`config.mk`:
```
export PLATFORM = sky130hd
export DESIGN_NAME = evt_timer
export DESIGN_NICKNAME = d
export VERILOG_FILES = /design/src/rtl/evt_timer_pkg.sv /design/src/rtl/evt_prescaler.sv /design/src/rtl/evt_counter.sv /design/src/rtl/evt_timer.sv
export SDC_FILE = /design/constraint.sdc
export NUM_CORES = 1
export LEC_CHECK = 0
export BUFFER_PORTS_ARGS = -buffer_cell sky130_fd_sc_hd__buf_4
export CAP_MARGIN = 20
export CORE_ASPECT_RATIO = 0.75
export CORE_MARGIN = 1.5
export CORE_UTILIZATION = 31
export CTS_BUF_LIST = sky130_fd_sc_hd__clkbuf_8
export DETAILED_ROUTE_END_ITERATION = 16
export GPL_TIMING_DRIVEN = 0
export PLACE_DENSITY = 0.53
export SLEW_MARGIN = 20
export SYNTH_ARGS = -nofsm -noshare
export SYNTH_HDL_FRONTEND = slang
export SYNTH_SLANG_ARGS = --single-unit
```
`constraint.sdc`:
```
create_clock -name clk -period 6.75 [get_ports clk]
set_input_delay 1.35 -clock clk [delete_from_list [all_inputs] [get_ports clk]]
set_output_delay 1.35 -clock clk [all_outputs]
set_load 0.01 [all_outputs]
```
`src/rtl/evt_timer_pkg.sv`:
```
package evt_timer_pkg;
  localparam int BUS_AW = 8;
  localparam int BUS_DW = 32;
  localparam int PSC_W  = 16;

  localparam logic [BUS_AW-1:0] OFS_CTRL = 8'h00;
  localparam logic [BUS_AW-1:0] OFS_IEN  = 8'h0C;
  localparam logic [BUS_AW-1:0] OFS_STAT = 8'h10;
  localparam logic [BUS_AW-1:0] OFS_TRIG = 8'h14;
  localparam logic [BUS_AW-1:0] OFS_CNT  = 8'h24;
  localparam logic [BUS_AW-1:0] OFS_PSC  = 8'h28;
  localparam logic [BUS_AW-1:0] OFS_LIM  = 8'h2C;
  localparam logic [BUS_AW-1:0] OFS_CMP  = 8'h34;

  localparam int CB_RUN  = 0;
  localparam int CB_USUP = 1;
  localparam int CB_ONEP = 3;
  localparam int CB_LBUF = 7;

  typedef struct packed {
    logic lbuf;
    logic onep;
    logic usup;
    logic run;
  } ctrl_t;
endpackage

```
`src/rtl/evt_prescaler.sv`:
```
module evt_prescaler #(
  parameter int PW = 16
) (
  input  logic          clk,
  input  logic          rst,
  input  logic          run,
  input  logic          restart,
  input  logic          load,
  input  logic [PW-1:0] div_buf,
  output logic          tick
);
  logic [PW-1:0] phase;
  logic [PW-1:0] div_act;

  assign tick = run && (phase == div_act);

  always_ff @(posedge clk) begin
    if (rst) begin
      phase   <= '0;
      div_act <= '0;
    end else begin
      if (restart)   phase <= '0;
      else if (tick) phase <= '0;
      else if (run)  phase <= phase + 1'b1;
      if (load) div_act <= div_buf;
    end
  end

  AST_PHASE_RANGE: assert property (@(posedge clk) disable iff (rst)
    (phase <= div_act));
endmodule

```
`src/rtl/evt_counter.sv`:
```
module evt_counter #(
  parameter int CW = 16
) (
  input  logic          clk,
  input  logic          rst,
  input  logic          tick,
  input  logic          trig,
  input  logic          usup,
  input  logic          lbuf,
  input  logic [CW-1:0] lim_reg,
  input  logic [CW-1:0] cmp_reg,
  input  logic          cnt_we,
  input  logic [CW-1:0] cnt_wd,
  output logic [CW-1:0] count,
  output logic          upd,
  output logic          cmatch
);
  logic [CW-1:0] lim_sh;
  logic [CW-1:0] lim;
  logic [CW-1:0] nxt;
  logic          wrap;

  assign lim    = lbuf ? lim_sh : lim_reg;
  assign wrap   = tick && (count == lim);
  assign nxt    = wrap ? '0 : count + 1'b1;
  assign upd    = (wrap && !usup) || trig;
  assign cmatch = tick && (nxt == cmp_reg);

  always_ff @(posedge clk) begin
    if (rst) begin
      count  <= '0;
      lim_sh <= '1;
    end else begin
      if (cnt_we)    count <= cnt_wd;
      else if (trig) count <= '0;
      else if (tick) count <= nxt;
      if (upd) lim_sh <= lim_reg;
    end
  end

  AST_WRAP_ZERO: assert property (@(posedge clk) disable iff (rst)
    (wrap && !cnt_we) |=> (count == '0));
  AST_SUPPRESS_HOLD: assert property (@(posedge clk) disable iff (rst)
    (wrap && usup && !trig) |=> $stable(lim_sh));
  AST_TRIG_CLEAR: assert property (@(posedge clk) disable iff (rst)
    (trig && !cnt_we) |=> (count == '0));
endmodule

```
`src/rtl/evt_timer.sv`:
```
module evt_timer
  import evt_timer_pkg::*;
#(
  parameter int CNT_W = 16
) (
  input  logic              clk,
  input  logic              rst,
  input  logic [BUS_AW-1:0] bus_addr,
  input  logic [BUS_DW-1:0] bus_wdata,
  input  logic              bus_we,
  output logic [BUS_DW-1:0] bus_rdata,
  output logic              irq
);
  localparam int PAD_C = BUS_DW - CNT_W;
  localparam int PAD_P = BUS_DW - PSC_W;

  ctrl_t             ctrl;
  logic [1:0]        ien;
  logic [1:0]        stat;
  logic [PSC_W-1:0]  psc_reg;
  logic [CNT_W-1:0]  lim_reg;
  logic [CNT_W-1:0]  cmp_reg;
  logic [CNT_W-1:0]  count;
  logic              tick, upd, cmatch, trig, cnt_we;
  logic [1:0]        stat_keep;
  logic [BUS_DW-1:0] rd_mux;

  assign trig   = bus_we && (bus_addr == OFS_TRIG) && bus_wdata[0];
  assign cnt_we = bus_we && (bus_addr == OFS_CNT);

  evt_prescaler #(.PW(PSC_W)) u_psc (
    .clk(clk), .rst(rst), .run(ctrl.run), .restart(trig), .load(upd),
    .div_buf(psc_reg), .tick(tick)
  );

  evt_counter #(.CW(CNT_W)) u_cnt (
    .clk(clk), .rst(rst), .tick(tick), .trig(trig), .usup(ctrl.usup),
    .lbuf(ctrl.lbuf), .lim_reg(lim_reg), .cmp_reg(cmp_reg),
    .cnt_we(cnt_we), .cnt_wd(bus_wdata[CNT_W-1:0]),
    .count(count), .upd(upd), .cmatch(cmatch)
  );

  assign stat_keep = (bus_we && bus_addr == OFS_STAT) ? bus_wdata[1:0] : 2'b11;

  always_comb begin
    rd_mux = '0;
    case (bus_addr)
      OFS_CTRL: begin
        rd_mux[CB_RUN]  = ctrl.run;
        rd_mux[CB_USUP] = ctrl.usup;
        rd_mux[CB_ONEP] = ctrl.onep;
        rd_mux[CB_LBUF] = ctrl.lbuf;
      end
      OFS_IEN:  rd_mux[1:0] = ien;
      OFS_STAT: rd_mux[1:0] = stat;
      OFS_CNT:  rd_mux = {{PAD_C{1'b0}}, count};
      OFS_PSC:  rd_mux = {{PAD_P{1'b0}}, psc_reg};
      OFS_LIM:  rd_mux = {{PAD_C{1'b0}}, lim_reg};
      OFS_CMP:  rd_mux = {{PAD_C{1'b0}}, cmp_reg};
      default:  rd_mux = '0;
    endcase
  end

  always_ff @(posedge clk) begin
    if (rst) begin
      ctrl      <= '0;
      ien       <= '0;
      stat      <= '0;
      psc_reg   <= '0;
      lim_reg   <= '1;
      cmp_reg   <= '0;
      bus_rdata <= '0;
      irq       <= 1'b0;
    end else begin
      bus_rdata <= rd_mux;
      irq       <= |(stat & ien);
      stat      <= (stat & stat_keep) | {cmatch, upd};
      if (bus_we) begin
        case (bus_addr)
          OFS_CTRL: ctrl <= '{lbuf: bus_wdata[CB_LBUF], onep: bus_wdata[CB_ONEP],
                              usup: bus_wdata[CB_USUP], run: bus_wdata[CB_RUN]};
          OFS_IEN:  ien     <= bus_wdata[1:0];
          OFS_PSC:  psc_reg <= bus_wdata[PSC_W-1:0];
          OFS_LIM:  lim_reg <= bus_wdata[CNT_W-1:0];
          OFS_CMP:  cmp_reg <= bus_wdata[CNT_W-1:0];
          default: ;
        endcase
      end
      if (upd && ctrl.onep) ctrl.run <= 1'b0;
    end
  end

  AST_CMP_FLAG: assert property (@(posedge clk) disable iff (rst)
    cmatch |=> stat[1]);
  AST_ONEPULSE_STOP: assert property (@(posedge clk) disable iff (rst)
    (upd && ctrl.onep) |=> !ctrl.run);
endmodule

```
==> impl_metrics.json <==
{
  "slowest_delay_ps": 590,
  "cts_hold_buffers": 0,
  "antenna_found_initial": 0,
  "holdPathStages": 2,
  "final_common_cell": "nand2_1",
  "hold_class": "reg2reg",
  "core_um2": 22000,
  "final_max_slew_viol_count": 0,
  "timing.rr.end": "stat[1]",
  "clock.fmax_ghz": 0.285,
  "worstHoldStart": "u_psc.div_act[4]",
  "rrSetupSlack_ps": 3690,
  "crit_top_cell": "clkbuf_1",
  "grt.total_usage": 0.202,
  "synth.avg_cell_area_um2": 8.06,
  "cts_tree": "yes",
  "syn_area_um2": 6930,
  "num_rows": 47,
  "gr-total-overflow": 0,
  "drt-total-wl_mm": 23.0,
  "clkTransAtPathRegs_ps": 80,
  "fin_nets": 982,
  "yosysUniqueCellTypes": 54,
  "setup_violations": 0,
  "place.gp.congestion": 0.943,
  "hold_ws_ps": 467,
  "clockRootBuffer": "clkbuf_8",
  "die_area_um2": 23300,
  "power.density_nw_per_um2": 209,
  "r2r_cells": 9,
  "crit_path_start_kind": "input pin",
  "clk_latency_ps": 460,
  "status": "complete, no violations",
  "drcViolationCount": 0,
  "period_share": 0.520,
  "ir_worst_vdd_mv": 0.108,
  "io_pins": 76,
  "synth_edf_count": 0,
  "path_class": "in2reg",
  "via_per_inst": 5.14,
  "skew_ps": 13.0,
  "cp_max_fo": 10,
  "grt_first_pass_wirelength_mm": 35.3,
  "slew_headroom": 0.311,
  "numCtsBuffers": 17,
  "drive_above_1_share": 0.141,
  "rsz0062_at_grt": "no",
  "p_leak_uw": 0.00295,
  "period_needed_ps": 3510,
  "firstDrtPassIters": 7,
  "cts_setup_buffers": 0,
  "cp.arrival_ps": 3890,
  "area_growth_pct": 17.7,
  "worstMarginPinSlew_ps": 1030,
  "cts_resized": 0,
  "synthArstFlopShare": 0,
  "hold_violations": 0,
  "cts.sinks": 137,
  "vias": 6395,
  "drv_cap": 0,
  "ys_seq_area_frac": 0.396,
  "synth_cells": 860,
  "required_ps": 7130,
  "drtIter0Drc": 697,
  "die_w_um": 176,
  "cts_buffer_depth": 2,
  "place.detailed.hpwl_mm": 17.2,
  "path_cells": "buf_4 -> nor4_1 -> and4_1 -> clkbuf_1 -> and2_1 -> clkbuf_1 -> clkbuf_1 -> nand2_1 -> a21oi_1",
  "grt_start_max_net_pins": 17,
  "synth_top_flop_cell": "dfxtp_1",
  "grt_pass1_vias": 5827,
  "fp.dieH_um": 132,
  "diodes": 0,
  "port_buffers": 43,
  "cp_slowest_cell": "clkbuf_1",
  "end_kind": "flop",
  "ys_ff_latch": 137,
  "r2r-start": "u_cnt.count[1]",
  "wl_per_cell_um": 18.5,
  "final_cell_mix": "171 x nand2_1, 137 x dfxtp_1, 92 x a21oi_1, 62 x buf_4, 54 x nor2_1",
  "htreeDepth": 4,
  "detail-route-antenna-nets": 0,
  "tns_ps": 0,
  "ys_warn_count": 0,
  "min_to": "u_psc.div_act[4]",
  "initial_core_util": 0.315
}
critical path: cells and delay by family:
kind | cells | cell delay, ps
buffers and inverters | 4 | 1470
AOI/OAI and AO/OA | 1 | 140
and+or+nand+nor | 4 | 930
metrics by stage:
stage	std cells	power, uW	utilization	instance area (um^2)	setup WS, ps
finish	1244	1700	0.371	8150	3240
global route	1244	1760	0.371	8150	3110
CTS	1244	1710	0.371	8150	3350
detailed placement	1212	909	0.349	7680	2880
global placement	1212	909	0.349	7670	2860
floorplan	875	869	-	6980	3510
how the worst max path moves through the flow:
stage,slack [ps],start,endpoint
final,3240,bus_addr[7],cmp_reg[15]
after global routing,3110,bus_addr[2],cmp_reg[15]
after CTS,3350,bus_addr[7],u_cnt.count[2]
after detailed placement,2880,bus_addr[7],u_cnt.count[2]
after global placement,2860,bus_addr[7],u_cnt.count[2]
after floorplan,3510,bus_addr[7],u_cnt.count[2]
area by class of cell:
cell class / count / area [um^2]
Fill cell: 2348 / 13800
Multi-Input combinational cell: 645 / 3790
Sequential cell: 137 / 2740
Buffer: 81 / 413
Tap cell: 294 / 368
Timing Repair Buffer: 43 / 323
Clock buffer: 20 / 275
Clock inverter: 12 / 196
Inverter: 12 / 45.0
synthesized netlist by cell type, drive strengths merged, types with 13 or more instances:
master,instances,area share
xor2,25,0.032
a211o,17,0.021
a22oi,20,0.022
buf,35,0.034
nand3b,16,0.017
nor3,29,0.021
mux2i,20,0.029
a21oi,93,0.068
xnor2,42,0.053
nor4,13,0.013
nand3,13,0.0094
mux2,17,0.028
clkbuf,46,0.025
nand2,171,0.093
nor2b,20,0.018
dfxtp,137,0.40
nor2,54,0.029
kinds of logic after synthesis:
group / share of synthesized area
DFF: 0.396
and+or+nand+nor: 0.245
AOI/OAI and AO/OA: 0.148
muxes: 0.0565
buffers and inverters: 0.0661
other: 0.000541
xor gates and xnor gates: 0.0847
adders and majority gates: 0.00361
per-layer routing:
layer	track usage	part of all wire	vias up	routed length, um
met5	0	0	-	0
met4	0.0537	0.015	0	350
met3	0.0431	0.076	24	1750
met2	0.263	0.38	251	8680
met1	0.324	0.53	3038	12200
li1	-	-	3082	-
where the power goes:
part	internal [uW]	switching [uW]
Sequential	808	0.938
Clock	469	343
Combinational	30.9	50.0
Power figures use the tool's default switching activity.
